### src/rtl/guest_sleep_ctl.sv
module guest_sleep_ctl #(
  parameter int W = 16
) (
  input  logic         clk,
  input  logic         rst_n,
  input  logic         reg_wr,
  input  logic [W-1:0] reg_wdata,
  output logic [W-1:0] reg_rdata,
  input  logic         pad_wr,
  input  logic [W-1:0] pad_wdata,
  output logic [W-1:0] pad_q,
  output logic [W-1:0] wake_match,
  input  logic         guest_sleep,
  output logic         guest_wake,
  output logic         host_irq
);
  localparam int EN_BIT = W - 1;

  logic asleep, irq_en;
  logic ack_wr, wake_req;

  assign ack_wr   = reg_wr && reg_wdata[1];
  assign wake_req = ack_wr && reg_wdata[0] && asleep;

  always_ff @(posedge clk or negedge rst_n) begin
    if (!rst_n) begin
      asleep     <= 1'b0;
      irq_en     <= 1'b0;
      guest_wake <= 1'b0;
      pad_q      <= '0;
      wake_match <= '0;
    end else begin
      guest_wake <= wake_req;
      if (reg_wr) irq_en <= reg_wdata[EN_BIT];
      if (guest_sleep) asleep <= 1'b1;
      else if (ack_wr) asleep <= 1'b0;
      if (pad_wr) pad_q <= pad_wdata;
      if (guest_sleep) wake_match <= pad_q;
    end
  end

  always_comb begin
    reg_rdata         = '0;
    reg_rdata[1]      = asleep;
    reg_rdata[EN_BIT] = irq_en;
  end

  assign host_irq = asleep && irq_en;

  p_flag_set_r2: assert property (@(posedge clk) disable iff (!rst_n)
    guest_sleep |=> reg_rdata[1]);

  p_wake_cause_r3: assert property (@(posedge clk) disable iff (!rst_n)
    guest_wake |-> $past(reg_wr && reg_wdata[0] && reg_wdata[1]));

  p_wake_single_r3: assert property (@(posedge clk) disable iff (!rst_n)
    guest_wake |=> !guest_wake);

  p_irq_gate_r4: assert property (@(posedge clk) disable iff (!rst_n)
    $rose(host_irq) |-> (reg_rdata[EN_BIT] && reg_rdata[1]));

  p_copy_r5: assert property (@(posedge clk) disable iff (!rst_n)
    guest_sleep |=> wake_match == $past(pad_q));

  p_hold_r5: assert property (@(posedge clk) disable iff (!rst_n)
    !guest_sleep |=> $stable(wake_match));

  p_ack_clear_r6: assert property (@(posedge clk) disable iff (!rst_n)
    (reg_wr && reg_wdata[1] && !guest_sleep) |=> (!reg_rdata[1] && !host_irq));

  p_zero_bits_r8: assert property (@(posedge clk) disable iff (!rst_n)
    reg_rdata[EN_BIT-1:2] == '0 && !reg_rdata[0]);
endmodule

### config.mk
export PLATFORM = sky130hd
export DESIGN_NAME = guest_sleep_ctl
export DESIGN_NICKNAME = d
export VERILOG_FILES = /design/src/rtl/guest_sleep_ctl.sv
export SDC_FILE = /design/constraint.sdc
export NUM_CORES = 1
export LEC_CHECK = 0
export BUFFER_PORTS_ARGS = -buffer_cell sky130_fd_sc_hd__buf_2
export CORE_UTILIZATION = 47
export DETAILED_ROUTE_END_ITERATION = 8
export GPL_TIMING_DRIVEN = 1
export PLACE_DENSITY = 0.85
export SKIP_CTS_REPAIR_TIMING = 1
export SLEW_MARGIN = 10
export SYNTH_ARGS = -nofsm -noshare
export SYNTH_HDL_FRONTEND = slang
export SYNTH_SLANG_ARGS = --single-unit
### constraint.sdc
create_clock -name clk -period 1.05 [get_ports clk]
set_input_delay 0.0525 -clock clk [delete_from_list [all_inputs] [get_ports clk]]
set_output_delay 0.0525 -clock clk [all_outputs]
set_load 0.05 [all_outputs]
* Yosys cells after proc, flatten, opt, wreduce, memory -nomap -nowiden
Index checks and enable logic that the tools add are counted.
** Storage, ports and cells
- Input bits :: 37
- Logic and storage cells :: 12
- Output and inout bits :: 50
- Bits in registers :: 35
** Cells by class
- Reduce and logical (&&, ||, !) cells :: 5
- Multiplexer cells :: 2
** Operators with widths (number)
- logical AND 1 bit :: 4
- two-way mux 1 bit :: 2
- nonzero test 2 bit :: 1

* Depth between registers and ports, before layout
Gate-level depths: netlist of the first run.
- Depth in word-level cells :: 3
- Mapped depth :: 3
- Depth with buffers taken out :: 2

* Worst setup path before layout of the first run
Ideal clock, no wire load.
- Kind :: reg-to-reg
- Start point :: register, netlist name pad_q[6]
- End point :: register pad_q[6]
- Stages on the path, launching flop included :: 2
- Path buffers :: 0
- Path slack :: 0.044 ns
- Setup time :: 0.125 ns
- Clock period less this slack :: 1.006 ns
- Arrival time :: 0.880 ns
- Required time :: 0.925 ns
- Cells stage by stage :: dfrtp_1 mux2_4
** RTL lines
- end signal, assigned :: RTL line 37 : if (pad_wr) pad_q <= pad_wdata;
- end, declared :: RTL line 11 : output logic [W-1:0] pad_q,

* Worst setup path in the final report of the first run
- Start point :: register asleep
- End point :: output host_irq
** Between the ends
- Cells in the longest elaborated chain, start to end :: 1
** RTL lines
- start, declared :: RTL line 19 : logic asleep, irq_en;
- start signal, assigned :: RTL line 27 : asleep <= 1'b0;
- start signal, assigned :: RTL line 35 : if (guest_sleep) asleep <= 1'b1;
- start signal, assigned :: RTL line 36 : else if (ack_wr) asleep <= 1'b0;
- logical AND 1 bit :: RTL line 48 : assign host_irq = asleep && irq_en;
- end, declared :: RTL line 15 : output logic host_irq
Every way passes these cells.

==> results of run 1 <==
## flip-flops by register name (all words and copies together), names as in the netlist
register and cells:
asleep 1, guest_wake 1, irq_en 1, pad_q 16, wake_match 16
## through the flow
stage                     TNS (ps)  worst slack (ps)
after global routing          -207             -87.4
after CTS                     -162              -126
after detailed placement         0              31.1
after global placement           0              86.8
after floorplan                  0              44.4
final                        -69.6             -48.4
## power groups by stage
stage	Combinational [mW]	Sequential, mW	Clock, mW
2_1_floorplan	0.466	2.18	0
3_3_place_gp	1.23	1.62	0
3_5_place_dp	1.24	1.63	0
4_1_cts	1.24	1.61	0.847
5_1_grt	1.42	1.63	0.908
6_report	1.36	1.61	0.821
## routing by layer
metal	global-route usage, %	part of all wire [%]
met5	0	0
met4	7.14	0.39
met3	3.93	4.4
met2	23.5	55
met1	21.0	41
## final cells by class
class | instances | area, sq um | share of cell area (%)
timing repair buffer | 82 | 611 | 28.6
clock inverter | 1 | 7.51 | 0.351
tap | 44 | 55.1 | 2.57
clock buffer | 7 | 65.1 | 3.04
multi-input combinational | 52 | 524 | 24.5
sequential | 35 | 876 | 41.0
## cell families (layout without fill, tap and decap cells)
family	after synthesis	after routing	synth area share (%)
DFF	35	35	57.2
other	1	14	0.245
and+or+nand+nor	4	4	1.14
muxes	33	33	28.9
buffers and inverters	20	90	11.9
AOI/OAI and AO/OA	1	1	0.572
## final timing paths
kind / from / end / slack [ps] / cells past startpoint
worst max register to register: pad_q[0] / wake_match[0] / 260 / 1
worst min-delay path: rst_n / wake_match[5] / 150 / 2
worst min register to register: wake_match[8] / wake_match[8] / 510 / 1
worst max-delay path: asleep / host_irq / -50 / 2
max in group asynchronous: rst_n / pad_q[7] / 470 / 3
min in group clk: pad_wr / pad_q[13] / 180 / 3
## layout by cell type, fill, tap and decap left out
cell type      instances
clkbuf_8               2
nor2_1                 1
dlygate4sd3_1         21
a21o_2                 1
buf_4                  9
clkbuf_4              18
buf_12                 2
and2_4                 1
mux2_4                19
buf_8                  1
clkinvlp_4             1
nand2_1                2
mux2_2                14
dfrtp_1               35
buf_2                 36
conb_1                14
## critical path: stages, from the launching register on
cell     delay [ps]
dfrtp_1         430
and2_4          160
buf_8           140
==> results.ini, run 1 <==
[run_status]
status=finished, violations left
violations=setup timing

[grt]
first_global_vias=856
grtUsageTotal_pct=15.5
grt_max_degree=23
antenna_found_initial=0
grt_pass1_wl_microns=3860
grt_overflow=0

[timing]
max_freq_ghz=0.910
maxSlewViolCount=0
holdWs_ps=151
min_period_ps=1100
setup_ws_ps=-48.4
skew_ps=8.43
period_share_pct=105
rsz0062_at_grt=yes
setup_viol=2
hold_viol=0

[power]
powerDensity_nw_per_um2=1780
p_clk_share_pct=21.6
comb_power_share_pct=35.9
p_leak_nw=1.08
seqPwrFrac_pct=42.5
fin_total_pwr_mw=3.80
ir_drop_v=0.00116
switching_share_pct=37.8
internal-power_mw=2.36
p_switching_mw=1.43

[synthesis]
post-synth-top-area-cell=dfrtp_1
synth.most_common_cell=dfrtp_1
avgSynthCellArea_sq_um=16.3
synthArstFlopShare_pct=100
synthTopCellsByCount=dfrtp_1 (35), mux2_4 (19), buf_4 (16)
ys.flop_type=dfrtp_1
syn_area_sq_um=1530
synth_edf_count=0
synth_area_leaders=dfrtp_1 (57%), mux2_4 (19%), mux2_2 (10%)
ys_types=11
synth.top_cell.area_share_pct=57.2
ys_ff_latch=35
yosys_warnings=0
yosysSeqAreaShare_pct=57.2
synthCells=94

[clocking]
cts_buffers=5
cts.path.max_buffers=2
clk_latency_ps=320
cts_sinks=35
h-tree-depth=2
clk_pin_slew_ps=110
cts_tree=built
cts_root_buf=clkbuf_4

[floorplanning]
pin_count=87
chipHeight_microns=59.1
die_x_microns=59.1
fp-row-count=20
die-area_sq_um=3490
initial_core_util_pct=49.8
coreArea_sq_um=3080

[layout]
finalNonFillerCells=221
utilization_pct=69.5
nets=213
diodes=0
syn2layout_area_growth_pct=39.6
fin_area_sq_um=2140
fill_cells=237
drive_above_1_share_pct=58.8

[worst_setup_path]
crit_type=reg -> out
cp.arrival_ps=1050
crit_path_start_kind=flop
crit_path_max_fanout=4
cp.required_ps=1000
critPathCaptureType=output port

[placement]
hpwl_microns=1830
routabilityCongestion=0.671
io_buffers=59
place_area_sq_um=1790
dp.cells=192

[route]
routed-via-count=973
drc=0
viasPerCell=4.40
ant_nets=0
drt_iter0_markers=8
wire_per_inst_microns=12.9
wl_microns=2850
dr.pass1.iters=2

[worst_hold_path]
hold_path.class=in -> async

[job]
maxCapViolations=0

No activity file was read; power rests on OpenSTA's default activity.
==> run 2: changes to the inputs <==
--- a/config.mk
+++ b/config.mk
@@ -5,11 +5,12 @@
 export SDC_FILE = /design/constraint.sdc
 export NUM_CORES = 1
 export LEC_CHECK = 0
+export ABC_AREA = 1
 export BUFFER_PORTS_ARGS = -buffer_cell sky130_fd_sc_hd__buf_2
-export CORE_UTILIZATION = 47
+export CORE_UTILIZATION = 46
 export DETAILED_ROUTE_END_ITERATION = 8
 export GPL_TIMING_DRIVEN = 1
-export PLACE_DENSITY = 0.85
+export PLACE_DENSITY = 0.84
 export SKIP_CTS_REPAIR_TIMING = 1
 export SLEW_MARGIN = 10
 export SYNTH_ARGS = -nofsm -noshare
==> constraint.sdc (replaced) <==
create_clock -name clk -period 1.3 [get_ports clk]
set_input_delay 0.065 -clock clk [delete_from_list [all_inputs] [get_ports clk]]
set_output_delay 0.065 -clock clk [all_outputs]
set_load 0.05 [all_outputs]
==> results.ini, run 2 <==
[worst_setup_path]
crit_path_start_kind=input pin
cp.arrival_ps=1450  ; +400 ps
cp.required_ps=1520  ; +520 ps
crit_type=in -> reg
crit_start=reg_wr
critPathCaptureType=flop
worst_r2r_endpoint=guest_wake
r2r-start=asleep
regToRegSetupSlack_ps=90  ; -170 ps
rr_worst_depth=3  ; +2
crit_path_max_fanout=3  ; -1

[layout]
nets=282  ; +32%
syn2layout_area_growth_pct=35.3
diodes=0  ; unchanged
most-common-layout-cells=nand2_1 (67), buf_2 (59), dfrtp_1 (35)
final_common_cell=nand2_1
fin_area_sq_um=2030  ; -5.3%
drive_above_1_share_pct=28.9  ; -30 points
reg_top3=pad_q: 16 flops, wake_match: 16 flops

[synthesis]
synth_edf_count=0  ; unchanged
ys_types=13  ; +2
avgSynthCellArea_sq_um=9.08  ; -44%
synth.most_common_cell=nand2_1
yosys_warnings=0  ; unchanged
synthCells=165  ; +76%
synthArstFlopShare_pct=100  ; unchanged
synthTopCellsByCount=nand2_1 (67), dfrtp_1 (35), buf_4 (18), inv_1 (18), o21ai_0 (17)
yosysSeqAreaShare_pct=58.5  ; +1.3 points
synth.top_cell.area_share_pct=58.5  ; +1.3 points
post-synth-top-area-cell=dfrtp_1
ys.flop_type=dfrtp_1
syn_area_sq_um=1500  ; -2.2%
ys_ff_latch=35  ; unchanged
synth_area_leaders=dfrtp_1 (58%), nand2_1 (17%), buf_4 (9.0%)

[timing]
holdWs_ps=-10.9  ; -162 ps
min_period_ps=1230
period_share_pct=94.6
max_freq_ghz=0.813
setup_viol=0  ; -2
hold_viol=1  ; +1
setup_tns_ps=0  ; +69.6 ps
rsz0062_at_grt=no
skew_ps=7.18  ; -1.26 ps
maxSlewViolCount=0  ; unchanged

[clocking]
cts_tree=built
h-tree-depth=2  ; unchanged
cts.path.max_buffers=2  ; unchanged
cts_sinks=35  ; unchanged
cts_buffers=5  ; unchanged
cts_root_buf=clkbuf_4
clk_latency_ps=330  ; about the same
clk_pin_slew_ps=100  ; about the same

[floorplanning]
die_x_microns=59.1  ; about the same
pin_count=87  ; unchanged
die-area_sq_um=3490  ; about the same
initial_core_util_pct=48.7  ; -1.1 points
chipHeight_microns=59.1  ; about the same
fp-row-count=20  ; unchanged
coreArea_sq_um=3080  ; unchanged

[power]
p_leak_nw=1.16  ; +7.8%
powerDensity_nw_per_um2=1370  ; -23%
ir_drop_v=0.000673  ; -42%

[route]
ant_nets=0  ; unchanged
viasPerCell=4.19  ; -4.8%
routed-via-count=1215  ; +25%
dr.pass1.iters=4  ; +2
drc=0  ; unchanged
drt_iter0_markers=42  ; +34
wl_microns=3160  ; +11%
wire_per_inst_microns=10.9  ; -15%

[grt]
grt_pass1_wl_microns=4370  ; +13%
antenna_found_initial=0  ; unchanged
grt_overflow=0  ; unchanged
grt_max_degree=33  ; +43%
grtUsageTotal_pct=17.5  ; +2.0 points
first_global_vias=926  ; +8.2%

[run_status]
violations=hold timing
status=finished, violations left

[placement]
place_area_sq_um=1740  ; -2.9%
routabilityCongestion=0.734  ; +9.4%
io_buffers=59  ; unchanged
hpwl_microns=2030  ; +11%

[worst_hold_path]
min_from=pad_wdata[3]
hold_path.class=in -> reg
whs_path_depth=3
min_to=pad_q[3]

[job]
maxCapViolations=0  ; unchanged

[run 2: changes by cell type after synthesis, moves of 2 or more]
cell,change
nand2_1,+65
buf_12,-2
buf_4,+2
mux2_2,-14
nand2_2,+3
o21ai_0,+17
inv_1,+18
mux2_4,-19
[run 2: layer usage]
layer | GRT usage (%) | share of wire [%] | vias to the layer above
li1 | - | - | 624
met1 | 24.3 | 43 | 537
met2 | 24.7 | 51 | 47
met3 | 4.15 | 4.4 | 7
met4 | 11.2 | 2.2 | 0
met5 | 0 | 0 | -
[run 2: cell families (layout without fill, tap and decap cells)]
| family | count (synthesis) | after routing | synth area share [%] |
|---|---|---|---|
| DFF | 35 | 35 | 58.5 |
| buffers and inverters | 41 | 109 | 17.3 |
| other | 1 | 14 | 0.250 |
| AOI/OAI and AO/OA | 17 | 17 | 5.68 |
| and+or+nand+nor | 71 | 71 | 18.3 |
[run 2: worst max-delay path: stages]
cell,delay [ps]
dlygate4sd3_1,560
buf_2,140
nand2_1,70
nor2_1,50
dlygate4sd3_1,560
[run 2: layout make-up]
class | count | area (sq um)
fillers | 259 | 1050
flip-flops and latches | 35 | 876
repair buffers | 82 | 536
multi-input cells | 102 | 412
inverters | 19 | 78.8
clock buffers | 8 | 68.8
well taps | 44 | 55.1
[run 2: worst max-delay path by stage]
stage | end | depth (start not counted)
after floorplan | pad_q[10] | 2
after global placement | host_irq | 3
after detailed placement | pad_q[3] | 2
after CTS | host_irq | 3
after global routing | guest_wake | 3
final | guest_wake | 5
[run 2: stage by stage]
step	hold WS [ps]	setup WS [ps]	instances	total power, mW	util [%]
after CTS	-348	126	268	2.75	58.7
final	-10.9	70.6	290	2.78	65.8
after floorplan	-231	406	178	1.93	-
after global routing	11.9	44.6	290	2.93	65.8
after detailed placement	28.0	505	260	2.09	56.4
after global placement	18.3	517	260	2.08	56.4
[run 2: power breakdown]
group / internal [mW] / total (mW) / switching, mW / leakage (nW)
clock network: 0.318 / 0.656 / 0.338 / 0.0386
registers: 1.19 / 1.26 / 0.0687 / 0.429
logic: 0.198 / 0.857 / 0.659 / 0.696
total: 1.71 / 2.78 / 1.06 / 1.16
